<file path="config.mk">
export PLATFORM = sky130hd
export DESIGN_NAME = smbus_txn_framer
export DESIGN_NICKNAME = d
export VERILOG_FILES = /design/src/rtl/smbus_frm_pkg.sv /design/src/rtl/smbus_frm_wbuf.sv /design/src/rtl/smbus_frm_seq.sv /design/src/rtl/smbus_txn_framer.sv
export SDC_FILE = /design/constraint.sdc
export NUM_CORES = 1
export LEC_CHECK = 0
export BUFFER_PORTS_ARGS = -buffer_cell sky130_fd_sc_hd__buf_4
export CORE_UTILIZATION = 25
export DETAILED_ROUTE_END_ITERATION = 6
export MAX_ROUTING_LAYER = met4
export SLEW_MARGIN = 20
export SYNTH_ARGS = -nofsm -noshare
export SYNTH_HDL_FRONTEND = slang
export SYNTH_SLANG_ARGS = --single-unit
</file>
<file path="constraint.sdc">
create_clock -name clk -period 3.2 [get_ports clk]
set_clock_uncertainty 0.05 [all_clocks]
set_input_delay 0.48 -clock clk [delete_from_list [all_inputs] [get_ports clk]]
set_output_delay 0.48 -clock clk [all_outputs]
set_load 0.03 [all_outputs]
</file>
<file path="src/rtl/smbus_frm_pkg.sv">
package smbus_frm_pkg;

    typedef enum logic [2:0] {
        MD_IDLE     = 3'd0,
        MD_WRITE    = 3'd1,
        MD_READ     = 3'd2,
        MD_DONE     = 3'd3,
        MD_CONFUSED = 3'd4
    } mode_e;

    typedef enum logic [2:0] {
        ER_START_WR = 3'd0,
        ER_START_RD = 3'd1,
        ER_RD_EMPTY = 3'd2,
        ER_STOP_RD  = 3'd3,
        ER_NACK     = 3'd4,
        ER_OVERFLOW = 3'd5,
        ER_STRAY    = 3'd6,
        ER_TX       = 3'd7
    } err_e;

    typedef struct packed {
        logic push;
        logic clear;
        logic commit;
        logic quick;
        logic quick_dir;
        logic fetch;
        logic tx_bad;
        logic err;
        err_e code;
    } act_t;

endpackage

</file>
<file path="src/rtl/smbus_frm_wbuf.sv">
module smbus_frm_wbuf #(
    parameter int DEPTH = 34,
    parameter int LENW  = $clog2(DEPTH + 1)
) (
    input  logic                 clk,
    input  logic                 rst_n,
    input  logic                 push_i,
    input  logic                 clear_i,
    input  logic [7:0]           din_i,
    output logic [LENW-1:0]      cnt_o,
    output logic                 full_o,
    output logic [DEPTH*8-1:0]   data_o
);

    typedef struct packed {
        logic [LENW-1:0]         cnt;
        logic [DEPTH-1:0][7:0]   mem;
    } buf_t;

    buf_t st_d, st_q;

    always_comb begin
        st_d = st_q;
        if (clear_i) begin
            st_d.cnt = '0;
        end else if (push_i && !full_o) begin
            for (int i = 0; i < DEPTH; i++) begin
                if (st_q.cnt == LENW'(i)) st_d.mem[i] = din_i;
            end
            st_d.cnt = st_q.cnt + 1'b1;
        end
    end

    always_ff @(posedge clk) begin
        if (!rst_n) st_q <= '0;
        else        st_q <= st_d;
    end

    assign cnt_o  = st_q.cnt;
    assign full_o = (st_q.cnt == LENW'(DEPTH));

    for (genvar g = 0; g < DEPTH; g++) begin : g_flat
        assign data_o[8*g +: 8] = st_q.mem[g];
    end

    // the count never runs past the buffer depth
    assert_no_overflow_R3: assert property (@(posedge clk) disable iff (!rst_n)
        st_q.cnt <= LENW'(DEPTH));

    // the sequencer never asks for a push into a full buffer
    assert_push_room_R3: assert property (@(posedge clk) disable iff (!rst_n)
        push_i |-> (st_q.cnt < LENW'(DEPTH)));

endmodule

</file>
<file path="src/rtl/smbus_frm_seq.sv">
module smbus_frm_seq
    import smbus_frm_pkg::*;
#(
    parameter int LENW = 6
) (
    input  logic             clk,
    input  logic             rst_n,
    input  logic             start_wr_i,
    input  logic             start_rd_i,
    input  logic             stop_i,
    input  logic             nack_i,
    input  logic             rx_valid_i,
    input  logic             tx_req_i,
    input  logic [LENW-1:0]  cnt_i,
    input  logic             full_i,
    output act_t             act_o,
    output mode_e            mode_o
);

    typedef struct packed {
        mode_e mode;
    } seq_t;

    seq_t st_d, st_q;
    logic empty;

    assign empty = (cnt_i == '0);

    always_comb begin
        st_d  = st_q;
        act_o = '0;
        if (stop_i) begin
            // every stop ends in idle with the count cleared
            act_o.clear = 1'b1;
            st_d.mode   = MD_IDLE;
            if (empty) begin
                if (st_q.mode == MD_WRITE || st_q.mode == MD_READ) begin
                    act_o.quick     = 1'b1;
                    act_o.quick_dir = (st_q.mode == MD_READ);
                end
            end else if (st_q.mode == MD_WRITE) begin
                act_o.commit = 1'b1;
            end else if (st_q.mode == MD_READ) begin
                act_o.err  = 1'b1;
                act_o.code = ER_STOP_RD;
            end
        end else if (start_wr_i) begin
            if (st_q.mode == MD_IDLE) begin
                st_d.mode = MD_WRITE;
            end else begin
                act_o.err  = 1'b1;
                act_o.code = ER_START_WR;
                st_d.mode  = MD_CONFUSED;
            end
        end else if (start_rd_i) begin
            case (st_q.mode)
                MD_IDLE: st_d.mode = MD_READ;
                MD_WRITE: begin
                    if (empty) begin
                        act_o.err  = 1'b1;
                        act_o.code = ER_RD_EMPTY;
                        st_d.mode  = MD_CONFUSED;
                    end else begin
                        act_o.commit = 1'b1;
                        st_d.mode    = MD_READ;
                    end
                end
                default: begin
                    act_o.err  = 1'b1;
                    act_o.code = ER_START_RD;
                    st_d.mode  = MD_CONFUSED;
                end
            endcase
        end else if (nack_i) begin
            case (st_q.mode)
                MD_READ: st_d.mode = MD_DONE;
                MD_DONE: st_d.mode = MD_DONE;
                default: begin
                    act_o.err  = 1'b1;
                    act_o.code = ER_NACK;
                    st_d.mode  = MD_CONFUSED;
                end
            endcase
        end else if (rx_valid_i) begin
            if (st_q.mode == MD_WRITE) begin
                if (full_i) begin
                    act_o.err  = 1'b1;
                    act_o.code = ER_OVERFLOW;
                end else begin
                    act_o.push = 1'b1;
                end
            end else begin
                act_o.err  = 1'b1;
                act_o.code = ER_STRAY;
            end
        end else if (tx_req_i) begin
            if (st_q.mode == MD_READ) begin
                act_o.fetch = 1'b1;
            end else begin
                act_o.tx_bad = 1'b1;
                act_o.err    = 1'b1;
                act_o.code   = ER_TX;
                st_d.mode    = MD_CONFUSED;
            end
        end
    end

    always_ff @(posedge clk) begin
        if (!rst_n) st_q <= '{mode: MD_IDLE};
        else        st_q <= st_d;
    end

    assign mode_o = st_q.mode;

    assert_stop_idle_R9: assert property (@(posedge clk) disable iff (!rst_n)
        stop_i |=> (st_q.mode == MD_IDLE));

    assert_sticky_err_R11: assert property (@(posedge clk) disable iff (!rst_n)
        (st_q.mode == MD_CONFUSED && !stop_i) |=> (st_q.mode == MD_CONFUSED));

    assert_nack_done_quiet_R8: assert property (@(posedge clk) disable iff (!rst_n)
        (st_q.mode == MD_DONE && nack_i && !stop_i && !start_wr_i && !start_rd_i)
            |-> !act_o.err);

endmodule

</file>
<file path="src/rtl/smbus_txn_framer.sv">
module smbus_txn_framer
    import smbus_frm_pkg::*;
#(
    parameter int DEPTH = 34,
    localparam int LENW = $clog2(DEPTH + 1)
) (
    input  logic                 clk,
    input  logic                 rst_n,
    input  logic                 start_wr_i,
    input  logic                 start_rd_i,
    input  logic                 stop_i,
    input  logic                 nack_i,
    input  logic                 rx_valid_i,
    input  logic [7:0]           rx_byte_i,
    input  logic                 tx_req_i,
    input  logic [7:0]           dev_rd_data_i,
    output logic                 quick_stb_o,
    output logic                 quick_dir_o,
    output logic                 wr_stb_o,
    output logic [7:0]           wr_cmd_o,
    output logic [LENW-1:0]      wr_len_o,
    output logic [DEPTH*8-1:0]   wr_data_o,
    output logic                 fetch_stb_o,
    output logic                 tx_valid_o,
    output logic [7:0]           tx_data_o,
    output logic                 err_stb_o,
    output logic [2:0]           err_code_o
);

    typedef struct packed {
        logic             quick_stb;
        logic             quick_dir;
        logic             wr_stb;
        logic [LENW-1:0]  wr_len;
        logic             tx_valid;
        logic [7:0]       tx_data;
        logic             err_stb;
        logic [2:0]       err_code;
    } out_t;

    act_t             act;
    mode_e            mode;
    logic [LENW-1:0]  cnt;
    logic             full;
    out_t             out_d, out_q;

    smbus_frm_seq #(.LENW(LENW)) u_seq (
        .clk        (clk),
        .rst_n      (rst_n),
        .start_wr_i (start_wr_i),
        .start_rd_i (start_rd_i),
        .stop_i     (stop_i),
        .nack_i     (nack_i),
        .rx_valid_i (rx_valid_i),
        .tx_req_i   (tx_req_i),
        .cnt_i      (cnt),
        .full_i     (full),
        .act_o      (act),
        .mode_o     (mode)
    );

    smbus_frm_wbuf #(.DEPTH(DEPTH), .LENW(LENW)) u_wbuf (
        .clk     (clk),
        .rst_n   (rst_n),
        .push_i  (act.push),
        .clear_i (act.clear),
        .din_i   (rx_byte_i),
        .cnt_o   (cnt),
        .full_o  (full),
        .data_o  (wr_data_o)
    );

    always_comb begin
        out_d           = '0;
        out_d.quick_stb = act.quick;
        out_d.quick_dir = act.quick_dir;
        out_d.wr_stb    = act.commit;
        out_d.wr_len    = act.commit ? cnt : out_q.wr_len;
        out_d.tx_valid  = act.fetch | act.tx_bad;
        out_d.tx_data   = act.fetch ? dev_rd_data_i : 8'hFF;
        out_d.err_stb   = act.err;
        out_d.err_code  = act.err ? act.code : 3'd0;
    end

    always_ff @(posedge clk) begin
        if (!rst_n) out_q <= '0;
        else        out_q <= out_d;
    end

    assign quick_stb_o = out_q.quick_stb;
    assign quick_dir_o = out_q.quick_dir;
    assign wr_stb_o    = out_q.wr_stb;
    assign wr_len_o    = out_q.wr_len;
    assign wr_cmd_o    = wr_data_o[7:0];
    assign fetch_stb_o = act.fetch;
    assign tx_valid_o  = out_q.tx_valid;
    assign tx_data_o   = out_q.tx_data;
    assign err_stb_o   = out_q.err_stb;
    assign err_code_o  = out_q.err_code;

    // one stop yields either a commit or a quick command, never both
    assert_one_action_R4: assert property (@(posedge clk) disable iff (!rst_n)
        !(quick_stb_o && wr_stb_o));

    // a transmit byte not backed by a fetch carries the idle pattern
    assert_tx_fill_R7: assert property (@(posedge clk) disable iff (!rst_n)
        (tx_valid_o && !$past(fetch_stb_o)) |-> (tx_data_o == 8'hFF));

    // the quick strobe lasts a single cycle
    assert_quick_pulse_R5: assert property (@(posedge clk) disable iff (!rst_n)
        quick_stb_o |=> !quick_stb_o);

    // a committed block is never empty
    assert_commit_len_R4: assert property (@(posedge clk) disable iff (!rst_n)
        wr_stb_o |-> (wr_len_o != '0));

endmodule

</file>
* Word level (Yosys, flattened, before mapping) *
Cells that the tools add are included.
W data, S select, Z words.

storage, ports and cells
  bits in registers = 303
  output and inout bits = 303
  logic and storage cells = 183

cells by class
  $add $sub $neg = 1
  eq/ne operators = 39
  mux-type cells = 49
  bitwise gates (word level) = 3
  reductions and logical operators = 47

operators by type and width
  operator               number
  $reduce_and A3 Y1      36
  $eq A6 B5 Y1 const B   16
  $mux W4                13
  $eq A6 B4 Y1 const B   8
  $mux W3                9
  $eq A6 B3 Y1 const B   4
  $eq A6 B6 Y1 const B   3
  $mux W1                16
  $eq A6 B2 Y1 const B   2
  $mux W2                6
  $mux W8                1
  $ne A4 B4 Y1 const B   2
  $pmux W4 S2            1
  $add A6 B1 Y6 const B  1
  $eq A3 B2 Y1 const B   2
  $eq A6 B1 Y1 const B   1
  $logic_not A6 Y1       1
  $mux W6                1
  $pmux W3 S2            1
  $reduce_or A2 Y1       3
  $mux W5                1
  $reduce_and A4 Y1      1
  $reduce_bool A4 Y1     1
  $eq A3 B1 Y1 const B   1
  7 further kinds        8

* Depth between registers and ports, before layout *
  word-level depth = 10
  gate-level depth with buffers = 8
  depth with buffers taken out = 6

* Modules after synthesis *
Synthesis repeated with hierarchy kept, for this count alone.

unflattened totals
  cells, all modules = 1207
  area, all modules = 12062.8 sq um

modules (own cells, without submodules)
  module            instances  cells an instance  area each (sq um)  seq. area each (sq um)
  smbus_frm_wbuf    1          1071               10842.9            5565.3
  smbus_txn_framer  1          69                 764.5              440.4
  smbus_frm_seq     1          67                 455.4              60.1

* Worst setup path before layout *
OpenSTA, ideal clock, no wires.

  path type = in2reg
  start point = in start_rd_i
  end point = reg u_wbuf.st_q, in the netlist u_wbuf.data_o[80]
  library setup time = 128 ps
  data arrival time = 2188 ps
  setup slack = 834 ps
  stages = 7
  path buffers = 3
  cell sequence = buf_2 or4_4 buf_6 or4_1 buf_2 mux2i_1 nor2_1

between the ends
  word-level cells in the longest chain between the ends = 5

RTL lines
  element                      RTL line                source
  from (decl)                  smbus_txn_framer.sv:10  input logic start_rd_i,
  $mux W1                      smbus_frm_seq.sv:55     end else if (start_rd_i) begin
  $mux W1                      smbus_frm_seq.sv:47     end else if (start_wr_i) begin
  $mux W1                      smbus_frm_seq.sv:32     if (stop_i) begin
  $logic_and A1 B1 Y1          smbus_frm_wbuf.sv:26    end else if (push_i && !full_o) begin
  $reduce_and A3 Y1 (no line)  -
  to (signal assigned)         smbus_frm_wbuf.sv:36    else st_q <= st_d;
  to (decl)                    smbus_frm_wbuf.sv:20    buf_t st_d, st_q;

Every way passes these cells.
A chain may end at the register's enable or synchronous reset.

* Worst setup path after layout *
  start point = reg u_seq.st_q, in the netlist u_seq.mode_o[1]
  end point = out fetch_stb_o

between the ends
  word-level cells in the longest chain between the ends = 8

RTL lines
  element                 RTL line                source
  from (decl)             smbus_frm_seq.sv:24     seq_t st_d, st_q;
  from (signal assigned)  smbus_frm_seq.sv:109    if (!rst_n) st_q <= '{mode: MD_IDLE};
  from (signal assigned)  smbus_frm_seq.sv:110    else st_q <= st_d;
  $eq A3 B2 Y1            smbus_frm_seq.sv:97     if (st_q.mode == MD_READ) begin
  $mux W1                 smbus_frm_seq.sv:97
  $mux W6                 smbus_frm_seq.sv:96     end else if (tx_req_i) begin
  $mux W2                 smbus_frm_seq.sv:84     end else if (rx_valid_i) begin
  $mux W2                 smbus_frm_seq.sv:74     end else if (nack_i) begin
  $mux W2                 smbus_frm_seq.sv:55
  $mux W2                 smbus_frm_seq.sv:47
  $mux W2                 smbus_frm_seq.sv:32
  to (decl)               smbus_txn_framer.sv:23  output logic fetch_stb_o,

Every way passes these cells.

==> metrics.md <==
| Metric | Value |
|---|---|
| Status | `finished, final reports clean` |
| # hold bufs at CTS | `0` |
| DRC errors left | `0` |
| Maxcap violations | `0` |
| Synth Instances | `1200` |
| Share of cells above drive strength 1 | `approximately 30%` |
| Post-Syn Area | `roughly 12000 µm²` |
| Max incr delay on CP | `~0.59 ns` |
| GR Util All Layers | `between 10% and 20%` |
| Worst setup EP type | `primary output` |
| Initial antenna violation count | `0` |
| Resize count post-CTS | `0` |
| Avg Cell Area, Syn | `9.72 µm²` |
| Synth area leader | `dfxtp_1` |
| Yosys cell types | `60` |
| Vias | `a little under 10000` |
| Cell mode on critical path | `buf_4` |
| DP Wirelength | `about 28000 µm` |
| Final ANT Viol Nets | `0` |
| Slowest-stage cell, CP | `dfxtp_1` |
| Core box area | `about 46000 µm²` |
| Fin nets | `around 1500` |
| Post-Synth XOR/XNOR Area | `less than 1%` |
| Slew Viols, Final | `0` |
| Clock Sinks | `between 300 and 400` |
| Number of flops mapped to enable cells by yosys | `0` |
| YS warnings | `0` |
| Setup crit start | `u_seq.mode_o[1]$_SDFFE_PP0P_` |
| Vias in the first global route | `between 9000 and 10000` |
| CTS tree | `built` |
| Cell Int Power | `6.54 mW` |
| Insertion delay to the later sink of the worst-skew pair | `0.53 ns` |
| Crit Path Max Fanout | `12` |
| Die span in x | `between 200 and 250 µm` |
| GRT Residual Overflow | `0` |
| Pleak | `7.42 nW` |
| Register area share after synthesis | `between 50% and 60%` |
| Critical path class | `reg -> out` |
| Crit path max-delay family | `simple AND/OR/NAND/NOR gates` |
| Hold Crit Class | `in -> reg` |
| Critical path depth | `5` |
| Post-Route WL | `between 40000 and 50000 µm` |
| Port buffer count | `326` |
| # setup viols final | `0` |
| Initial Util | `approximately a quarter` |
| Vias per cell | `4.68` |
| Reg clk slew, reported paths | `around 0.06 ns` |
| Total die area | `about 48000 µm²` |
| TritonCTS buffer count | `36` |
| Psw | `~1.9 mW` |
| First-pass GRT wire length | `slightly above 60000 µm` |
| Drt first pass iters | `6` |
| Slew headroom | `between 20 and 30%` |
| Max Clk Rate | `roughly 370 MHz` |
| Endpoints failing hold | `0` |
| Pwr dens | `around 530 nW/µm²` |
| Async S/R FF share, synth | `0%` |
| Row Count | `78` |
| Commonest non-fill, non-tap cell in the layout | `buf_4` |
| Clock Tree Buf Depth | `3` |
| Synth Area in Simple Gates | `17.3%` |
| Clock Root Buffer | `clkbuf_16` |
| Main combinational cell family by area after synthesis | `multiplexers` |
| R2R Path End | `err_code_o[2]$_SDFF_PP0_` |
| Critical Path Start Type | `register` |
| Number of buffers and inverters on the critical path | `3` |
| Post-synthesis compound-gate area fraction | `6.33%` |
| Die Height | `218 µm` |
| # H-tree levels | `2` |
| Seq pwr share | `44.9%` |
| Worst setup endpoint | `fetch_stb_o` |
| Reg2reg path depth | `7` |
| Worst-path cell chain | `or3b_1 > nand3b_1 > buf_4 > inv_1 > buf_4` |
| Drt wl/cell | `roughly 19 µm` |
| Area added between synthesis and finish | `37.2%` |
| Clock share of power | `between 50% and 60%` |
| Logic pwr share | `under 10%` |
| RePlAce Congestion | `about 0.80` |
| Worst Max-Slew Pin Slew | `approximately 1.1 ns` |
| Largest net degree at the start of global routing | `121` |
| Critical Path RT | `2.67 ns` |
| Synth area leaders | `dfxtp_1, mux2i_1, nand2_1` |
| Commonest cells after routing, fill and taps aside | `buf_4, dfxtp_1, mux2i_1` |
| DRT iter0 DRCs | `slightly above 600` |
| Seq cells post-synth | `around 300` |
| Crit Reg-Reg Startpoint | `u_wbuf.cnt_o[0]$_SDFFE_PP0P_` |
| Diodes inserted | `0` |
| Sw Ratio | `22.5%` |
| Setup TNS | `0 ns` |
| IO Count | `about 330` |
| Min-delay src | `dev_rd_data_i[3]` |
| Main synth FF type | `dfxtp_1` |
| Synth top area share | `roughly 52%` |
| Unrepaired setup endpoints after global routing | `no` |
| Arr. time, crit path | `between 2 and 2.5 ns` |
| Fin crit period | `roughly 2.7 ns` |
| Crit share post-route | `between 80% and 90%` |
| Peak VDD IR | `0.354 mV` |
| Hold_ws | `between 0.1 and 0.15 ns` |
| Mux cell area share after synthesis | `19.1%` |
| Post-synthesis net count | `approximately 1200` |
| Setup slack, reg-to-reg | `about 0.55 ns` |
| Post-Synth Adder-Cell Area | `less than 1%` |
| Setup Buffers After CTS | `0` |
cell type report:
cell class              count  area (µm²)
clock buffers              49        1040
clock inverters            15         225
fillers                  4649       29700
inverters                   8        31.3
multi-input cells         781        5120
flip-flops and latches    303        6070
well taps                 600         751
repair buffers            364        2760
routing by layer:
layer	track usage [%]	vias to the layer above	part of all wire, %
li1	-	4697	-
met1	21.1	4810	44
met2	27.4	339	46
met3	4.62	75	7.1
met4	6.18	0	2.8
met5	-	-	0
cells by family after synthesis:
logic type | Yosys count
fa+ha+maj | 4
compound gates | 136
simple gates | 412
flops | 303
mux | 223
xor+xnor | 6
buf+inv | 116
power by group through the flow:
stage          logic (mW)  registers [mW]  clock network (mW)
2_1_floorplan       0.142            3.88                   0
3_3_place_gp        0.279            3.87                   0
3_5_place_dp        0.281            3.87                   0
4_1_cts             0.281            3.79                4.50
5_1_grt             0.296            3.79                4.67
6_report            0.276            3.79                4.38
sequential cells by signal (all words and copies together), names as in the netlist, 3 cells and up:
register,count
u_wbuf.cnt_o,6
wr_len_o,6
tx_data_o,8
u_seq.mode_o,3
err_code_o,3
u_wbuf.data_o,272
synth_stat cells, types with 3 or more instances:
library cell	instances
a21oi_1	61
buf_1	4
buf_2	11
buf_4	9
clkbuf_1	81
dfxtp_1	303
ha_1	4
inv_1	8
mux2i_1	223
nand2_1	195
nand2b_1	7
nand3_1	41
nand3_2	4
nand4_1	21
nand4_2	3
nand4b_1	9
nor2_1	78
nor2_2	3
nor2b_1	5
nor3_1	9
nor3b_1	4
nor4b_1	3
o21ai_0	58
xnor2_1	5
through the flow:
| stage | instance area, µm² | power (mW) | cells | setup slack (ns) | utilization, % |
|---|---|---|---|---|---|
| after floorplan | 11700 | 4.02 | 1200 | 0.834 | - |
| after global placement | 14700 | 4.15 | 2056 | 0.538 | 32.2 |
| after detailed placement | 14700 | 4.15 | 2056 | 0.525 | 32.2 |
| after CTS | 16000 | 8.57 | 2120 | 0.433 | 35.0 |
| after global routing | 16000 | 8.75 | 2120 | 0.319 | 35.0 |
| final | 16000 | 8.44 | 2120 | 0.468 | 35.0 |
worst min-delay path by stage:
stage                                           end  depth (start not counted)
finish                      tx_data_o[3]$_SDFF_PN0_                          3
global route                tx_data_o[3]$_SDFF_PN0_                          3
CTS                         tx_data_o[6]$_SDFF_PN0_                          3
detailed placement  u_wbuf.data_o[189]$_SDFFE_PN0P_                          2
global placement    u_wbuf.data_o[210]$_SDFFE_PN0P_                          2
floorplan              u_wbuf.cnt_o[1]$_SDFFE_PP0P_                          2
worst register-to-register path, cell delays in order (launching register included):
cell and delay, ns:
dfxtp_1 0.41, inv_1 0.13, ha_1 0.22, buf_4 0.27, nand2b_1 0.11, o311ai_0 0.72
a31oi_1 0.33, nor3_1 0.31
No activity file was read; power rests on OpenSTA's default activity.
